===== config.mk =====
export PLATFORM = sky130hd
export DESIGN_NAME = sio_sync
export DESIGN_NICKNAME = d
export VERILOG_FILES = /design/src/rtl/sio_sync.sv
export SDC_FILE = /design/constraint.sdc
export NUM_CORES = 1
export LEC_CHECK = 0
export BUFFER_PORTS_ARGS = -buffer_cell sky130_fd_sc_hd__clkbuf_2
export CORE_UTILIZATION = 36
export DETAILED_ROUTE_END_ITERATION = 8
export SKIP_LAST_GASP = 1
export SYNTH_ARGS = -nofsm -noshare
export SYNTH_HDL_FRONTEND = slang
export SYNTH_SLANG_ARGS = --single-unit

===== constraint.sdc =====
create_clock -name clk -period 6.6 [get_ports clk]
set_input_delay 0.66 -clock clk [delete_from_list [all_inputs] [get_ports clk]]
set_output_delay 0.66 -clock clk [all_outputs]
set_load 0.05 [all_outputs]

===== src/rtl/sio_sync.sv =====
module sio_sync #(
  parameter int DIV_W = 8,
  parameter int PRE_W = 5
) (
  input  logic             clk,
  input  logic             rst_n,
  input  logic             bus_wr,
  input  logic [1:0]       bus_addr,
  input  logic [7:0]       bus_wdata,
  output logic [7:0]       bus_rdata,
  input  logic             sin_i,
  input  logic             sck_i,
  output logic             sout_o,
  output logic             sout_oe,
  output logic             sck_o,
  output logic             sck_oe,
  output logic             busy,
  output logic             done
);
  localparam logic [7:0] CTRL_RST = 8'h40;

  logic [7:0]       ctrl_q, tx_q, rx_q;
  logic [DIV_W-1:0] div_q, dcnt_q;
  logic [PRE_W-1:0] pre_q, pre_lim;
  logic [2:0]       cnt_q, idx;
  logic             busy_q, done_q, sck_q, sout_q;
  logic             s1, s2, s3;

  wire pol     = ctrl_q[4];
  wire msb     = ctrl_q[5];
  wire int_clk = ctrl_q[6];

  wire wr_data = bus_wr && bus_addr == 2'd0 && !busy_q;
  wire wr_ctrl = bus_wr && bus_addr == 2'd1 && bus_wdata[1:0] != 2'b11;
  wire wr_div  = bus_wr && bus_addr == 2'd2 && !busy_q;

  always_comb begin
    case (ctrl_q[1:0])
      2'b00:   pre_lim = '0;
      2'b01:   pre_lim = PRE_W'(7);
      default: pre_lim = PRE_W'(31);
    endcase
  end

  wire tick   = pre_q == pre_lim;
  wire int_tc = busy_q && int_clk && tick && dcnt_q == div_q;

  wire ext_rise = busy_q && !int_clk && s2 && !s3;
  wire ext_fall = busy_q && !int_clk && !s2 && s3;
  wire rise     = (int_tc && !sck_q) || ext_rise;
  wire fall     = (int_tc && sck_q) || ext_fall;
  wire samp_e   = pol ? fall : rise;
  wire shift_e  = pol ? rise : fall;

  assign idx = msb ? ~cnt_q : cnt_q;

  always_ff @(posedge clk or negedge rst_n) begin
    if (!rst_n) begin
      s1 <= 1'b0; s2 <= 1'b0; s3 <= 1'b0;
    end else begin
      s1 <= sck_i; s2 <= s1; s3 <= s2;
    end
  end

  always_ff @(posedge clk or negedge rst_n) begin
    if (!rst_n) begin
      ctrl_q <= CTRL_RST;
      div_q  <= '0;
    end else begin
      if (wr_ctrl) ctrl_q <= bus_wdata;
      if (wr_div)  div_q  <= bus_wdata[DIV_W-1:0];
    end
  end

  always_ff @(posedge clk or negedge rst_n) begin
    if (!rst_n) begin
      pre_q  <= '0;
      dcnt_q <= '0;
      sck_q  <= 1'b1;
    end else if (!busy_q) begin
      pre_q  <= '0;
      dcnt_q <= '0;
      sck_q  <= ~pol;
    end else begin
      pre_q <= tick ? '0 : pre_q + 1'b1;
      if (tick) dcnt_q <= (dcnt_q == div_q) ? '0 : dcnt_q + 1'b1;
      if (int_tc) sck_q <= ~sck_q;
    end
  end

  always_ff @(posedge clk or negedge rst_n) begin
    if (!rst_n) begin
      tx_q   <= '0;
      rx_q   <= '0;
      cnt_q  <= '0;
      busy_q <= 1'b0;
      done_q <= 1'b0;
      sout_q <= 1'b0;
    end else begin
      done_q <= 1'b0;
      if (wr_data) begin
        tx_q   <= bus_wdata;
        busy_q <= 1'b1;
        cnt_q  <= '0;
        sout_q <= msb ? bus_wdata[7] : bus_wdata[0];
      end else if (busy_q) begin
        if (shift_e) sout_q <= tx_q[idx];
        if (samp_e) begin
          rx_q[idx] <= sin_i;
          cnt_q     <= cnt_q + 1'b1;
          if (cnt_q == 3'd7) begin
            busy_q <= 1'b0;
            done_q <= 1'b1;
          end
        end
      end
    end
  end

  always_comb begin
    case (bus_addr)
      2'd0:    bus_rdata = rx_q;
      2'd1:    bus_rdata = ctrl_q;
      default: bus_rdata = 8'h00;
    endcase
  end

  assign sout_o  = ctrl_q[3] ? sout_q : ctrl_q[7];
  assign sout_oe = ~ctrl_q[2];
  assign sck_o   = sck_q;
  assign sck_oe  = ctrl_q[3] & int_clk;
  assign busy    = busy_q;
  assign done    = done_q;
endmodule


==> metrics.yaml, run 1 <==
finish:
  final_area_mm2: 0.00326
  post-route-util_pct: 41.5
  fin_nets: 329
  fillCellCount: 781
  n_antenna_cell: 0
  syn_to_final_growth_pct: 9.84
  drive_above_1_share_pct: 24.1
power:
  switching_share_pct: 41.1
  combinationalPowerShare_pct: 38.8
  powerDensity_mw_per_mm2: 393
  ir_drop_v: 0.000121
  p_leak_nw: 1.49
  p_switching_uw: 527
  pwr-share-seq_pct: 46.2
  cell_internal_pwr_uw: 754
  clkPwrFrac_pct: 15.0
status:
  run_status: "complete, no violations"
detailed_routing:
  num_vias: 2112
  ant_nets: 0
  remaining_drc_errors: 0
  initialDrtViolationCount: 155
  drt_wl_total_um: 6280
  first_pass_iters: 4
  wl_per_cell_um: 15.2
  via_per_inst: 5.11
synth:
  syn_area_per_cell_um2: 10.4
  synth_top_family_by_area: "simple AND/OR/NAND/NOR gates"
  netlist_area_mm2: 0.00296
  ys_seq_area_share_pct: 46.5
  ys_async_sr_fraction_pct: 100
  synth-simple-area-share_pct: 19.2
  synth_adder_area_share_pct: 1.69
  synth_edf_count: 0
  synthXorXnorAreaFrac_pct: 5.02
  synth_seq_cells: 55
  synth-main-ff-cell: "dfrtp_1"
  muxShareOfSynthArea_pct: 16.8
  netlist_instances: 286
  yosysWarnings: 0
  yosys.cell_types.count: 47
  synth.net_count: 305
  synth-compound-area-share_pct: 7.77
worst_hold_path:
  hold_path_class: "reg2reg"
placement:
  gp_congestion: 0.753
  place_ws_ns: 4.18
  hpwl_um: 4590
  io_buffers: 28
  detailed_place.area_mm2: 0.00316
sta:
  maxSlewHeadroom_pct: 46.1
  rsz0062_at_grt: "false"
  skew_ns: 0.00858
  setup_viol: 0
  period_share_pct: 37.1
  hold_viol: 0
  tns_ns: 0
  clock.fmax_mhz: 408
  slew_viol_final: 0
  fin_ws_ns: 4.15
  fin_crit_ns: 2.45
  tightest_slew_ns: 0.808
grt:
  grt_pass1_wl_um: 10500
  grt_max_degree: 56
  grt_use_total_pct: 15.9
  antenna_found_initial: 0
  grt_pass1_vias: 2067
  grt_overflow: 0
critical_path:
  crit_path_max_fanout: 12
  required_ns: 6.80
  cp.arrival_ns: 2.65
  criticalPathCategory: "reg2reg"
  start_kind: "register"
  worstSetupEndpointType: "register"
clocking:
  cts_resized: 0
  clkTransAtPathRegs_ns: 0.11
  clock-sinks: 55
  cts_tree: "yes"
  cts_buffers: 5
  clockBufferDepth: 2
  root_buffer: "clkbuf_8"
  cts.htree.levels: 2
  clock_latency_ns: 0.31
  postCtsSetupBuffers: 0
  hold_buffers: 0
floorplanning:
  initial_utilization_pct: 37.8
  coreArea_mm2: 0.00785
  fp.dieH_um: 92.7
  row_count: 32
  pin_count: 29
  die_area_mm2: 0.00860
  die_width_um: 92.7
job:
  max-cap-violations: 0
==> per-layer routing <==
layer | share of wire, % | up-vias | global-route usage, %
met5 | 0 | - | 0
met4 | 0.97 | 0 | 4.23
met3 | 3.8 | 4 | 3.12
met2 | 43 | 41 | 24.0
met1 | 52 | 1031 | 23.1
li1 | - | 1036 | -
==> worst max-delay path: stages, from the launching register on <==
cell and delay (ns):
dfrtp_1 0.44, or4_4 0.55, o22ai_4 0.19, and2_4 0.19, a41oi_4 0.26, a211oi_1 0.34, mux2_2 0.37
==> worst paths after layout <==
path / start / endpoint / slack, ns / cells past startpoint
setup / recovery: ctrl_q[1] / rx_q[1] / 4.15 / 6
hold / removal: s1 / s2 / 0.36 / 0
setup reg to reg: ctrl_q[1] / rx_q[1] / 4.15 / 6
hold reg to reg: s1 / s2 / 0.36 / 0
min in group asynchronous: rst_n / tx_q[0] / 0.47 / 2
max in group asynchronous: rst_n / s1 / 5.65 / 2
==> area by class of cell <==
| type | instances | area (um2) | share of cell area [%] |
|---|---|---|---|
| tap | 102 | 128 | 3.92 |
| clock inverter | 3 | 23.8 | 0.730 |
| multi-input combinational | 215 | 1490 | 45.9 |
| clock buffer | 5 | 68.8 | 2.11 |
| inverter | 4 | 15.0 | 0.461 |
| sequential | 55 | 1380 | 42.4 |
| timing repair buffer | 29 | 148 | 4.53 |
==> Yosys cell counts (3+ instances only) <==
cell / number / share of area, %
dfrtp_1: 53 / 45
nand2_1: 43 / 5.4
nor2_1: 33 / 4.2
mux2_2: 23 / 8.7
mux2i_1: 17 / 5.7
xnor2_1: 11 / 3.3
a21oi_1: 9 / 1.5
nand3_1: 9 / 1.5
o21ai_0: 9 / 1.5
clkbuf_1: 6 / 0.76
xor2_1: 6 / 1.8
a211oi_1: 4 / 1.0
and2_1: 4 / 0.84
and3_1: 4 / 0.84
ha_1: 4 / 1.7
inv_1: 4 / 0.51
nor3b_1: 4 / 1.0
buf_6: 3 / 1.1
nand2b_1: 3 / 0.63
nand4_1: 3 / 0.63
==> through the flow <==
step | std cells | hold WS [ns] | total power [mW]
floorplan | 286 | 0.331 | 0.981
global placement | 405 | 0.335 | 1.09
detailed placement | 405 | 0.336 | 1.10
CTS | 413 | 0.360 | 1.30
global route | 413 | 0.363 | 1.38
finish | 413 | 0.356 | 1.28
==> registers in the layout (all words and copies together) (netlist names), 3 cells and up <==
signal,count
rx_q,8
ctrl_q,8
dcnt_q,8
cnt_q,3
div_q,8
tx_q,8
pre_q,5
==> cells in the final DEF, fill, tap and decap left out, types with 4 or more instances in the layout <==
cell      synthesis  final
xor2_1            6      6
o21ai_0           9      9
xnor2_1          11     11
nor2_1           33     33
a211oi_1          4      4
nand3_1           9      9
clkbuf_8          0      5
clkbuf_2          0     28
and3_1            4      4
mux2i_1          17     17
nand2_1          43     43
dfrtp_1          53     53
nor3b_1           4      4
mux2_2           23     23
inv_1             4      4
and2_1            4      4
ha_1              4      4
a21oi_1           9      9
==> power by group through the flow <==
stage / sequential (mW) / combinational, mW / clock (mW)
final: 0.591 / 0.498 / 0.192
after global routing: 0.613 / 0.555 / 0.214
after CTS: 0.592 / 0.503 / 0.201
after detailed placement: 0.598 / 0.499 / 0
after global placement: 0.597 / 0.489 / 0
after floorplan: 0.553 / 0.428 / 0
==> cell families (layout without fill, tap and decap cells) <==
kind of cell / after synthesis / count (layout)
flops: 55 / 55
buf+inv: 16 / 41
compound gates: 32 / 32
simple gates: 118 / 118
xor+xnor: 17 / 17
mux: 44 / 44
fa+ha+maj: 4 / 4
No activity file was read; power rests on OpenSTA's default activity.
==> run 2: changes to the inputs <==
- clock period: 6.6 -> 2.3 ns (I/O delays scaled with it)
==> run 2 against run 1 <==
Power rose to 3.1 times the previous value. Non-clock buffer count rose by 17. Utilization is 2.3 points higher. Clock skew shrank 0.0026 ns. Hold slack worse by 0.33 ns. Die area is the same. Critical path type unchanged.
==> metrics.yaml, run 2 (synthesis results as in run 1) <==
power:
  p_leak_nw: 1.60  # +7.4%
  powerDensity_mw_per_mm2: 1170  # +200%
  ir_drop_v: 0.000372  # +210%
sta:
  tns_ns: 0  # unchanged
  slew_viol_final: 0  # unchanged
  whs_ns: 0.0220  # -0.334 ns
  hold_viol: 0  # unchanged
  skew_ns: 0.00599  # -0.00259 ns
  setup_viol: 0  # unchanged
  rsz0062_at_grt: "true"
  clock.fmax_mhz: 448  # +9.7%
  period_share_pct: 97.0  # +60 points
  maxSlewHeadroom_pct: 53.2  # +7.1 points
  tightest_slew_ns: 0.702  # -0.106 ns
  fin_crit_ns: 2.23  # -0.216 ns
grt:
  grt_max_degree: 56  # unchanged
  antenna_found_initial: 0  # unchanged
  grt_pass1_wl_um: 10700  # +1.6%
  grt_use_total_pct: 15.9  # +0.088 points
  grt_pass1_vias: 2128  # +3.0%
  grt_overflow: 0  # unchanged
detailed_routing:
  remaining_drc_errors: 0  # unchanged
  drt_wl_total_um: 6300  # +0.43%
  ant_nets: 0  # unchanged
  initialDrtViolationCount: 112  # -28%
  first_pass_iters: 4  # unchanged
  wl_per_cell_um: 14.7  # -3.5%
  via_per_inst: 5.05  # -1.2%
  num_vias: 2172  # +2.8%
status:
  run_status: "complete, no violations"
worst_hold_path:
  hold_start: "sck_i"
  hold_path_class: "in2reg"
critical_path:
  criticalPathCategory: "reg2reg"
  slowest_stage: "or4_4"
  crit_path_max_fanout: 8  # -4
  r2r_setup_slack_ns: 0.07  # -4.08 ns
  start_kind: "register"
  cp.arrival_ns: 2.43  # -0.22 ns
  crit_family: "simple AND/OR/NAND/NOR gates"
  required_ns: 2.50  # -4.30 ns
  worstSetupEndpointType: "register"
  crit_chain: "or4_4, o22ai_4, and2_4, a41oi_4, buf_6, nor2_1, mux2_2"
  r2r-start: "ctrl_q[1]"
  path_buf_inv: 1  # +1
  startpoint: "ctrl_q[1]"
  critPathMaxStageDelay_ns: 0.53  # -0.02 ns
placement:
  hpwl_um: 4710  # +2.6%
  io_buffers: 28  # unchanged
  gp_congestion: 0.783  # +3.9%
floorplanning:
  coreArea_mm2: 0.00785  # unchanged
  initial_utilization_pct: 37.8  # unchanged
  fp.dieH_um: 92.7  # unchanged
  die_width_um: 92.7  # unchanged
  pin_count: 29  # unchanged
  row_count: 32  # unchanged
  die_area_mm2: 0.00860  # unchanged
clocking:
  hold_buffers: 0  # unchanged
  clock_latency_ns: 0.30  # about the same
  clockBufferDepth: 2  # unchanged
  cts.htree.levels: 2  # unchanged
  cts_buffers: 5  # unchanged
  clock-sinks: 55  # unchanged
  clkTransAtPathRegs_ns: 0.10  # about the same
  root_buffer: "clkbuf_8"
  cts_tree: "yes"
finish:
  syn_to_final_growth_pct: 16.0
  layout_common_cells: "dfrtp_1 (53), nand2_1 (43), nor2_1 (33)"
  layout_commonest_cell: "dfrtp_1"
  fin_nets: 346  # +5.2%
  n_antenna_cell: 0  # unchanged
  fillCellCount: 767  # -1.8%
  drive_above_1_share_pct: 28.4  # +4.2 points
job:
  max-cap-violations: 0  # unchanged
[run 2: changes by cell type in the layout (fill, tap and decap cells not counted), sizes merged]
| cell | delta |
|---|---|
| buf | +17 |
| clkinvlp | -2 |
| inv | -1 |
| bufinv | +2 |
| clkbuf | +1 |
[run 2: layout make-up]
class / instances / area (um2) / area share [%]
multi-input combinational: 215 / 1500 / 43.8
sequential: 55 / 1380 / 40.1
timing repair buffer: 46 / 279 / 8.12
tap: 102 / 128 / 3.71
clock buffer: 6 / 72.6 / 2.11
clock inverter: 2 / 60.1 / 1.75
inverter: 4 / 15.0 / 0.437
[run 2: layer usage]
metal  wire length [um]  track usage [%]
met5                  0                0
met4                 72             4.23
met3                256             2.55
met2               2890             25.1
met1               3080             22.7
[run 2: final timing paths]
kind | endpoint | depth (start not counted)
worst max-delay path | rx_q[2] | 7
worst min-delay path | s1 | 1
worst max register to register | rx_q[2] | 7
worst min register to register | s2 | 0
max in group asynchronous | tx_q[7] | 2
min in group asynchronous | done | 2
[run 2: what timing repair did]
item                                    in CTS  in global routing
resized for setup                            0                  3
setup buffers                                0                  0
endpoints found under the setup margin       0                  3
[run 2: power by group]
part / internal [mW] / switching [mW] / leakage [nW]
clock: 0.435 / 0.316 / 0.0654
combinational: 0.739 / 0.892 / 0.848
sequential: 1.31 / 0.310 / 0.689
[run 2: stage by stage]
stage / util [%] / area (um2) / total power, mW / instances / setup WS [ns]
3_5_place_dp: 41.9 / 3290 / 3.27 / 422 / 0.0478
4_1_cts: 43.6 / 3420 / 4.02 / 430 / 0.0347
6_report: 43.8 / 3440 / 4.01 / 430 / 0.0679
3_3_place_gp: 41.9 / 3290 / 3.24 / 422 / 0.0625
5_1_grt: 43.8 / 3440 / 4.28 / 430 / -0.0259
2_1_floorplan: - / 2960 / 2.82 / 286 / 0.124
